===== config.mk =====
export PLATFORM = sky130hd
export DESIGN_NAME = pdm_bank
export DESIGN_NICKNAME = d
export VERILOG_FILES = /design/src/rtl/pdm_pkg.sv /design/src/rtl/pdm_wr_decode.sv /design/src/rtl/pdm_channel.sv /design/src/rtl/pdm_bank.sv
export SDC_FILE = /design/constraint.sdc
export NUM_CORES = 1
export LEC_CHECK = 0
export BUFFER_PORTS_ARGS = -buffer_cell sky130_fd_sc_hd__buf_2
export CORE_UTILIZATION = 53
export CTS_BUF_LIST = sky130_fd_sc_hd__clkbuf_8
export CTS_CLUSTER_SIZE = 24
export DETAILED_ROUTE_END_ITERATION = 10
export GPL_TIMING_DRIVEN = 1
export PLACE_DENSITY = 0.7
export SYNTH_ARGS = -nofsm -noshare
export SYNTH_HDL_FRONTEND = slang
export SYNTH_HIERARCHICAL = 1
export SYNTH_SLANG_ARGS = --single-unit

===== constraint.sdc =====
create_clock -name clk -period 4.2 [get_ports clk]
set_input_delay 0 -clock clk [delete_from_list [all_inputs] [get_ports clk]]
set_output_delay 0 -clock clk [all_outputs]
set_load 0.02 [all_outputs]

===== src/rtl/pdm_pkg.sv =====
package pdm_pkg;
    parameter int NUM_CH  = 4;
    parameter int LEVEL_W = 8;
endpackage


===== src/rtl/pdm_wr_decode.sv =====
module pdm_wr_decode #(
    parameter int N     = 4,
    parameter int SEL_W = 2
) (
    input  logic             wr_en,
    input  logic [SEL_W-1:0] wr_sel,
    output logic [N-1:0]     ch_wr_en
);
    always_comb begin
        ch_wr_en = '0;
        if (wr_en) begin
            for (int i = 0; i < N; i++) begin
                ch_wr_en[i] = (wr_sel == SEL_W'(i));
            end
        end
    end

    // a write enable reaches at most one channel
    always_comb begin
        assert_one_target_R8: assert ($onehot0(ch_wr_en));
    end

    // with no strobe, no channel is enabled
    always_comb begin
        if (!wr_en) begin
            assert_no_strobe_idle_R9: assert (ch_wr_en == '0);
        end
    end
endmodule


===== src/rtl/pdm_channel.sv =====
module pdm_channel #(
    parameter int LW = 8
) (
    input  logic          clk,
    input  logic          rst,
    input  logic          tick,
    input  logic          wr_en,
    input  logic [LW-1:0] wr_data,
    output logic          carry_o
);
    typedef struct packed {
        logic [LW-1:0] level;
        logic [LW-1:0] acc;
    } ch_state_t;

    ch_state_t st_d, st_q;
    logic [LW:0] sum;

    always_comb begin
        sum     = {1'b0, st_q.acc} + {1'b0, st_q.level};
        carry_o = sum[LW];
        st_d    = st_q;
        if (tick) begin
            st_d.acc = sum[LW-1:0];
        end
        if (wr_en) begin
            st_d.level = wr_data;
        end
    end

    always_ff @(posedge clk) begin
        if (rst) begin
            st_q <= '0;
        end else begin
            st_q <= st_d;
        end
    end

    // the accumulator is frozen between ticks
    property p_acc_hold;
        @(posedge clk) disable iff (rst) !tick |=> $stable(st_q.acc);
    endproperty
    assert_acc_hold_R2: assert property (p_acc_hold);

    // a carry is reported exactly when the accumulator wraps
    property p_carry_wrap;
        @(posedge clk) disable iff (rst)
            tick |=> ((st_q.acc < $past(st_q.acc)) == $past(carry_o));
    endproperty
    assert_carry_wrap_R3: assert property (p_carry_wrap);

    // a zero level never carries
    property p_zero_level;
        @(posedge clk) disable iff (rst) (st_q.level == '0) |-> !carry_o;
    endproperty
    assert_zero_level_R5: assert property (p_zero_level);

    // a level changes only when its channel is written
    property p_level_hold;
        @(posedge clk) disable iff (rst) !wr_en |=> $stable(st_q.level);
    endproperty
    assert_level_hold_R9: assert property (p_level_hold);
endmodule


===== src/rtl/pdm_bank.sv =====
module pdm_bank
    import pdm_pkg::*;
#(
    parameter int N_CH  = NUM_CH,
    parameter int LW    = LEVEL_W,
    parameter int SEL_W = (N_CH > 1) ? $clog2(N_CH) : 1
) (
    input  logic             clk,
    input  logic             rst,
    input  logic             tick,
    input  logic             wr_en,
    input  logic [SEL_W-1:0] wr_sel,
    input  logic [LW-1:0]    wr_data,
    output logic [N_CH-1:0]  pwm_out
);
    typedef struct packed {
        logic [N_CH-1:0] bits;
    } out_state_t;

    logic [N_CH-1:0] ch_wr_en;
    logic [N_CH-1:0] carry_vec;
    logic [N_CH-1:0] scratch;
    out_state_t      out_d, out_q;

    pdm_wr_decode #(.N(N_CH), .SEL_W(SEL_W)) u_dec (
        .wr_en    (wr_en),
        .wr_sel   (wr_sel),
        .ch_wr_en (ch_wr_en)
    );

    for (genvar g = 0; g < N_CH; g++) begin : g_ch
        pdm_channel #(.LW(LW)) u_ch (
            .clk     (clk),
            .rst     (rst),
            .tick    (tick),
            .wr_en   (ch_wr_en[g]),
            .wr_data (wr_data),
            .carry_o (carry_vec[g])
        );
    end

    always_comb begin
        scratch = '0;
        for (int i = 0; i < N_CH; i++) begin
            if (carry_vec[i]) scratch[i] = 1'b1;
        end
        out_d = out_q;
        if (tick) begin
            out_d.bits = scratch;
        end
    end

    always_ff @(posedge clk) begin
        if (rst) begin
            out_q <= '0;
        end else begin
            out_q <= out_d;
        end
    end

    assign pwm_out = out_q.bits;

    // the output register holds between ticks
    property p_out_hold;
        @(posedge clk) disable iff (rst) !tick |=> $stable(pwm_out);
    endproperty
    assert_out_hold_R4: assert property (p_out_hold);

    // reset leaves the outputs cleared
    property p_reset_clear;
        @(posedge clk) rst |=> (pwm_out == '0);
    endproperty
    assert_reset_clear_R1: assert property (p_reset_clear);
endmodule


======== Word-level counts from Yosys, hierarchy flattened ========
Cells that the tools add are included.
cells by class
  eq/ne operators ......................... 3
  reductions and logical operators ........ 1
  add/sub/neg operators ................... 4
  mux-type cells .......................... 5
operator list
  cell                                                              count
  8-bit by 8-bit adder with 9-bit output                            4
  2-bit == test (second input constant)                             2
  1-bit 2-to-1 mux                                                  4
  4-bit 2-to-1 mux                                                  1
  2-bit by 1-bit == test with 1-bit output (second input constant)  1
  2-bit logical NOT                                                 1
word-level totals
  input port bits ......................... 14
  output and inout port bits .............. 4
  register bits ........................... 68
  logic and storage cells ................. 22

======== Depth between registers and ports, before layout ========
Gate-level depths: netlist (run 1).
  depth in word-level cells ............... 2
  gate-level depth with buffers ........... 8
  gate-level depth less buffers ........... 8

======== Cells and area by module ========
Netlist (run 1), hierarchy kept.
modules (own cells, without submodules)
  module         times used  sequential area each (um2)  cells an instance  area an instance (um2)
  pdm_channel    4           320.3                       92                 898.4
  pdm_bank       1           80.1                        13                 140.1
  pdm_wr_decode  1           0.0                         4                  37.5

======== Worst setup path after synthesis (run 1) ========
OpenSTA, ideal clock, no wires.
  path kind ............................... register -> register
  start point ............................. register g_ch[0].u_ch/st_q[0] (netlist bit)
  end point ............................... register out_q, in the netlist pwm_out[0]
  arrival time ............................ 1452 ps
  data required time ...................... 4086 ps
  period minus slack after synthesis ...... 1566 ps
  setup slack ............................. 2634 ps
  library setup time ...................... 114 ps
  path buffers ............................ 0
  stages on the path, launching flop included .. 9
  path through ............................ dfxtp_1 > ha_1 > fa_1 > nand3_1 > a32oi_2 > nand3_1 > nand2_1 > mux2i_1 > nor2_1
between the ends
  cells in the longest elaborated chain, start to end .. 2
ends and longest elaborated chain
  what                                    line               RTL
  start: declaration                      pdm_channel.sv:16  ch_state_t st_d, st_q;
  start signal: assignment                pdm_channel.sv:35  st_q <= st_d;
  8-bit by 8-bit adder with 9-bit output  pdm_channel.sv:20  sum = {1'b0, st_q.acc} + {1'b0, st_q.level};
  named net carry_vec[0]                  pdm_bank.sv:21     logic [N_CH-1:0] carry_vec;
  1-bit 2-to-1 mux                        pdm_bank.sv:45     if (carry_vec[i]) scratch[i] = 1'b1;
  end signal: assignment                  pdm_bank.sv:57     out_q <= out_d;
  end: declaration                        pdm_bank.sv:23     out_state_t out_d, out_q;
The timed path passes the listed nets, and every way through them passes these cells.
A chain may end at the register's enable or synchronous reset.

======== Worst setup path after layout (run 1) ========
  start point ............................. register g_ch[1].u_ch/st_q[0] (netlist bit)
  end point ............................... register out_q, in the netlist pwm_out[1]
between the ends
  cells in the longest elaborated chain, start to end .. 2
ends and longest elaborated chain
  what                                    line
  start: declaration                      pdm_channel.sv:16
  start signal: assignment                pdm_channel.sv:35
  8-bit by 8-bit adder with 9-bit output  pdm_channel.sv:20
  named net carry_vec[1]                  pdm_bank.sv:21
  1-bit 2-to-1 mux                        pdm_bank.sv:45
The timed path passes the listed nets, and every way through them passes these cells.

==> results.md, run 1 <==
* Outcome: complete, no violations
* Max Cap Viol at 0
* Synth Warn # at 6
* Worst hold margin at roughly 0.14 ns
* Combinational Power Share at a little under an eighth
* Reg2reg end: pwm_out[1]$_SDFFE_PP0P_
* Switching Power at 333 µW
* Reg2reg path depth at 8
* PwrDens at roughly 330 mW/mm²
* Clk root buf: clkbuf_8
* Post-route ant nets at 0
* Final worst clock skew at just over 0.008 ns
* Multiplexer area fraction after synthesis at about 14%
* Die H at 86.4 µm
* Clock sink count at ~70
* Pin count of the biggest net entering global routing at 38
* Worst hold start: wr_sel[0]
* Element type at the critical path start: register
* Core area at between 0.006 and 0.007 mm²
* R2R Path Start: g_ch[1].u_ch/st_q[0]$_SDFFE_PP0P_
* Ys flop type: dfxtp_1
* Post-DR wirelength/cell at between 10 and 15 µm
* CP peak stage delay at around 0.43 ns
* Final Hold Fails at 0
* Initial antenna violation count at 0
* Starting density of the core at 55.2%
* Number of global-route vias before repair at 2761
* Post-synth EDFFs at 0
* Yosys reg bits at 68
* Ys async rst share at 0%
* Total grt overflow at 0
* First DRT Iteration DRCs at approximately 80
* Clock transition at path regs at about 0.07 ns
* Worst-Margin Slew at just under 0.8 ns
* Buf/Inv on CP at 0
* RD Place Congestion at 0.834
* Unrepaired setup endpoints after global routing: false
* Area of the die at about 0.0075 mm²
* Max rail drop VDD at ~0.26 mV
* Final slew viol count at 0
* Crit path max fanout at 3
* Final setup fails at 0
* Post-Syn Area per Cell at roughly 9.8 µm²
* Cells on Worst Hold Path at 4
* Die Width at 86.4 µm
* Critical Path RT at around 4.4 ns
* Share of cells above drive strength 1 at between 10 and 15%
* Worst min-delay path class: primary input to register
* Period utilisation layout at between 40% and 50%
* Vias per std cell at between 5 and 6
* Tot GR Track Use at 21.1%
* Slew HR at around 47%
* Simple logic cell fraction of the synthesized area at 12.1%
* Post-synth top area share at 36.1%
* Register area share after synthesis at a little over a third
* Cell family with most CP delay: adder cells
* Critical Path AT at around 2 ns
* Detailed placement HPWL at 5190 µm
* Fmax achieved at between 500 and 600 MHz
* Flop pwr share at about half
* Nets at 456
* Clock share of power at 39.0%
* # IOs at 18
* Switching share of power at 23.9%
* R2R Setup Slk at between 2 and 2.5 ns
* Setup TNS at 0 ns
* Synth Instances at 385
* Critical path capture point type: register
* Worst setup path start: g_ch[1].u_ch/st_q[0]$_SDFFE_PP0P_
* Largest family of logic cells by synthesized area: compound AO/OA/AOI/OAI gates
* Syn Std Cell Area at approximately 0.0038 mm²
* Crit-path cells: ha_1 -> fa_1 -> nand3_1 -> a32oi_1 -> nand3_1 -> nand2_1 -> mux2i_1 -> nor2_1
* Layout overhead on the synthesized area at 10.6%
* Highest-count cells in the layout ignoring fill and taps: dfxtp_1 (68), nor2_1 (52), mux2i_1 (44)
* LEAKAGE at about 1.7 nW
* Crit path time final at 1.75 ns
* Total wire length at between 7000 and 8000 µm
* Most common cell after layout, fill and taps aside: dfxtp_1
* Htree depth at 3
* Compound-Gate Fraction of Synth Area at 16.8%
* Post-synthesis adder-cell area fraction at 12.7%
* Most frequent CP cell: nand3_1
* Antenna Cells at 0
* Synth area leader: dfxtp_1
* Std-Cell Rows at 30
* Via count at roughly 2800
* Number of detailed-route iterations in the first pass at 4
* XOR/XNOR Fraction of Synth Area at under 10%
* Number of I/O port buffers at 17
* Slowest CP cell: fa_1
* Post-cts gate resize count at 0
* Synthesized net count at ~440
* CTS tree: done
* Fill cells at between 600 and 700
* Global-route wire length before repair at around 12000 µm
* DRC violations left at 0
* Int Pwr at between 1 and 1.5 mW
* Worst-skew pair later-pin latency at roughly 0.34 ns
* Library cells used by synthesis at 34
* WHS Endpoint: g_ch[0].u_ch/st_q[8]$_SDFFE_PP0P_
* Crit path kind: register to register
* Clk buf depth at 2
* Top cells by area, synth: dfxtp_1 (36%), mux2i_1 (12%), ha_1 (11%)
* Total CTS buffers at 9
[power groups by stage]
stage | combinational [mW] | sequential, mW | clock [mW]
3_3_place_gp | 0.155 | 0.700 | 0
5_1_grt | 0.185 | 0.688 | 0.589
4_1_cts | 0.167 | 0.686 | 0.564
3_5_place_dp | 0.161 | 0.700 | 0
6_report | 0.165 | 0.685 | 0.543
2_1_floorplan | 0.129 | 0.695 | 0
[how the worst max path moves through the flow]
| stage | end | slack (ns) | depth (start not counted) |
|---|---|---|---|
| floorplan | pwm_out[0]$_SDFFE_PP0P_ | 2.63 | 8 |
| global placement | pwm_out[2]$_SDFFE_PP0P_ | 2.53 | 8 |
| detailed placement | pwm_out[2]$_SDFFE_PP0P_ | 2.48 | 8 |
| CTS | pwm_out[1]$_SDFFE_PP0P_ | 2.46 | 8 |
| global route | pwm_out[3]$_SDFFE_PP0P_ | 2.32 | 8 |
| finish | pwm_out[1]$_SDFFE_PP0P_ | 2.45 | 8 |
[final cells by class]
type / instances / area, µm² / share of cell area (%)
clock buffers: 12 / 165 / 3.96
clock inverters: 3 / 37.5 / 0.900
inverters: 4 / 15.0 / 0.360
multi-input cells: 296 / 2290 / 54.9
flip-flops and latches: 68 / 1360 / 32.6
well taps: 96 / 120 / 2.88
repair buffers: 27 / 180 / 4.32
[kinds of logic (layout without fill, tap and decap cells)]
family          count (synthesis)  after routing
compound gates                 88             88
xor+xnor                       20             20
fa+ha+maj                      36             36
buf+inv                        21             46
flops                          68             68
mux                            52             52
simple gates                  100            100
[registers in the layout, summed over array words and instances (netlist names)]
| signal | flops |
|---|---|
| g_ch.u_ch/st_q | 64 |
| pwm_out | 4 |
[worst min-delay path, stage by stage]
cell and delay (ns):
buf_2 0.11, nor3b_2 0.12, mux2i_1 0.14, nor2_1 0.08
[cell usage after synthesis (5+ instances only)]
cell type,instances
o21ai_0,7
ha_1,32
o22ai_1,5
a21oi_1,28
o21ai_1,9
o21bai_1,8
xnor2_1,20
mux2i_1,44
nand2_1,16
dfxtp_1,68
nand3_1,8
nand2b_1,16
a211oi_1,8
nor2_1,52
[per-layer routing]
layer	share of wire [%]	GRT usage, %
met1	45	24.4
met5	0	0
met4	1.4	7.27
met2	49	37.7
met3	4.2	5.52
[per-stage QoR]
step / worst slack (ns) / cell area, µm² / std cells / power, mW / util (%)
final: 2.45 / 4170 / 506 / 1.39 / 61.0
after global routing: 2.32 / 4170 / 506 / 1.46 / 61.0
after CTS: 2.46 / 4170 / 506 / 1.42 / 61.0
after detailed placement: 2.48 / 3890 / 483 / 0.861 / 56.9
after global placement: 2.53 / 3890 / 483 / 0.855 / 56.9
after floorplan: 2.63 / 3770 / 385 / 0.824 / -
[timing repair]
action	in CTS	in global routing
hold buffers	8	0
buffers inserted	0	0
hold endpoints to repair	31	0
Power figures use the tool's default switching activity.
==> run 2, diff against run 1 <==
==> constraint.sdc (replaced) <==
create_clock -name clk -period 1.65 [get_ports clk]
set_input_delay 0 -clock clk [delete_from_list [all_inputs] [get_ports clk]]
set_output_delay 0 -clock clk [all_outputs]
set_load 0.02 [all_outputs]
==> run 2 against run 1 <==
Sequential share of layout area down 1.2 points. Cell count is 2.6% higher. Utilization increased by 2.7 points. Cell area is 4.4% higher. Global-route usage is 0.40 points lower. Clock skew increased by 0.0017 ns. Worst hold slack got worse by 0.031 ns. Flip-flop and latch count stayed put. Clock-buffer cell count down 2. Fmax increased by 7.8%. Register-to-register slack lost 2.4 ns. Via count increased by 2.2%.
==> results.md, run 2 (synthesis gave the netlist of run 1 again) <==
* Switching share of power at between 20% and 30%
* Final cell utilization of the core at 63.8%
* Crit path time final at 1.62 ns
* Element type at the critical path start: register
* Critical path capture point type: register
* Global-route wire length before repair at 11800 µm
* Final setup fails at 0
* # IOs at 18
* Worst min-delay path class: primary input to register
* Via count at ~2800
* Switching Power at 891 µW
* Worst-Margin Slew at about 0.52 ns
* PwrDens at 809 mW/mm²
* Total CTS buffers at 9
* Total wire length at about 7400 µm
* Final slew viol count at 0
* Largest Register: g_ch.u_ch/st_q
* Initial antenna violation count at 0
* Die H at ~86 µm
* Antenna Cells at 0
* Post-DR wirelength/cell at ~14 µm
* Critical Path AT at 1.86 ns
* Int Pwr at 2.63 mW
* Starting density of the core at a little under three fifths
* Max reg flops at 64
* Core area at about 0.007 mm²
* Max Cap Viol at 0
* Crit path kind: register to register
* Final worst clock skew at approximately 0.01 ns
* Final instance area at ~0.0044 mm²
* Outcome: complete, no violations
* LEAKAGE at between 1.5 and 2 nW
* Power Total at between 3 and 4 mW
* Tot GR Track Use at around 21%
* Clk buf depth at 2
* Number of global-route vias before repair at roughly 2600
* Period utilisation layout at between 90% and 100%
* Unrepaired setup endpoints after global routing: true
* Vias per std cell at ~5.5
* Clock transition at path regs at approximately 0.07 ns
* Area occupied by multi-input gates at roughly 0.0024 mm²
* Htree depth at 3
* Clock sink count at 68
* DRC violations left at 0
* Setup TNS at 0 ns
* Std-Cell Rows at 30
* Register area at 0.00137 mm²
* Number of detailed-route iterations in the first pass at 4
* Pin count of the biggest net entering global routing at roughly 60
* Fill cells at 595
* Fmax achieved at just over 600 MHz
* Worst-skew pair later-pin latency at 0.34 ns
* Worst hold margin at approximately 0.11 ns
* Highest-count cells in the layout ignoring fill and taps: dfxtp_1 (63), nor2_1 (52), mux2i_1 (44)
* Critical Path RT at 1.89 ns
* RD Place Congestion at about 0.86
* First DRT Iteration DRCs at roughly 110
* Combinational Power Share at 12.7%
* Nets at 469
* Crit path max fanout at 3
* Final Hold Fails at 0
* Placed cell area at between 0.003 and 0.004 mm²
* Layout overhead on the synthesized area at 15.5%
* Clock share of power at between 30% and 40%
* Die Width at 86.4 µm
* Slew HR at about two thirds
* Total grt overflow at 0
* Share of cells above drive strength 1 at 22.5%
* Flop pwr share at between 40% and 50%
* Most common cell after layout, fill and taps aside: dfxtp_1
* Post-route ant nets at 0
* Detailed placement HPWL at roughly 5200 µm
* CTS tree: done
* Area of the die at ~0.0075 mm²
* Clk root buf: clkbuf_8
* Number of I/O port buffers at 17
* Max rail drop VDD at 0.734 mV
run 2: worst max-delay path, stage by stage, from the launching register on:
cell,delay (ns)
dfxtp_1,0.32
ha_1,0.22
buf_4,0.14
a211oi_2,0.23
nor2_2,0.09
o21ai_0,0.18
mux2_2,0.35
run 2: per-layer routing:
metal  track usage (%)  up-vias  share of wire (%)  wire length (µm)
met5                 0        -                  0                 0
met4              7.42        0                1.4               106
met3              5.71       13                3.6               268
met2              35.8       33                 50              3690
met1              24.6     1332                 45              3350
li1                  -     1455                  -                 -
run 2: stage by stage:
step                      cells  setup slack (ns)
after CTS                   516           -0.0180
after floorplan             385            0.0839
final                       519            0.0279
after detailed placement    493           -0.0608
after global placement      493           0.00778
after global routing        519           -0.0652
run 2: timing repair:
| action | 4_1_cts | 5_1_grt |
|---|---|---|
| hold endpoints to repair | 27 | 0 |
| gates resized for setup | 4 | 22 |
| pin swaps | 0 | 13 |
| setup endpoints to repair | 3 | 12 |
| hold buffers | 8 | 0 |
| buffers inserted | 0 | 3 |
run 2: cell type report:
| class | instances | area share, % |
|---|---|---|
| multi-input combinational | 296 | 54.5 |
| sequential | 68 | 31.4 |
| timing repair buffer | 40 | 6.66 |
| clock buffer | 10 | 3.16 |
| tap | 96 | 2.76 |
| clock inverter | 5 | 1.21 |
| inverter | 4 | 0.345 |
run 2: worst paths after layout:
path / endpoint / cells after the start / start / slack, ns
max: g_ch[3].u_ch/st_q[5]$_SDFFE_PP0P_ / 6 / g_ch[3].u_ch/st_q[0]$_SDFFE_PP0P_ / 0.03
min: g_ch[3].u_ch/st_q[14]$_SDFFE_PP0P_ / 2 / rst / 0.11
max reg2reg: g_ch[3].u_ch/st_q[5]$_SDFFE_PP0P_ / 6 / g_ch[3].u_ch/st_q[0]$_SDFFE_PP0P_ / 0.03
min reg2reg: pwm_out[1]$_SDFFE_PP0P_ / 2 / pwm_out[1]$_SDFFE_PP0P_ / 0.49
run 2: power by group through the flow:
| stage | Sequential [mW] | Combinational [mW] | Clock, mW |
|---|---|---|---|
| after floorplan | 1.77 | 0.327 | 0 |
| after global placement | 1.78 | 0.409 | 0 |
| after detailed placement | 1.78 | 0.421 | 0 |
| after CTS | 1.74 | 0.438 | 1.38 |
| after global routing | 1.75 | 0.492 | 1.45 |
| final | 1.75 | 0.446 | 1.33 |
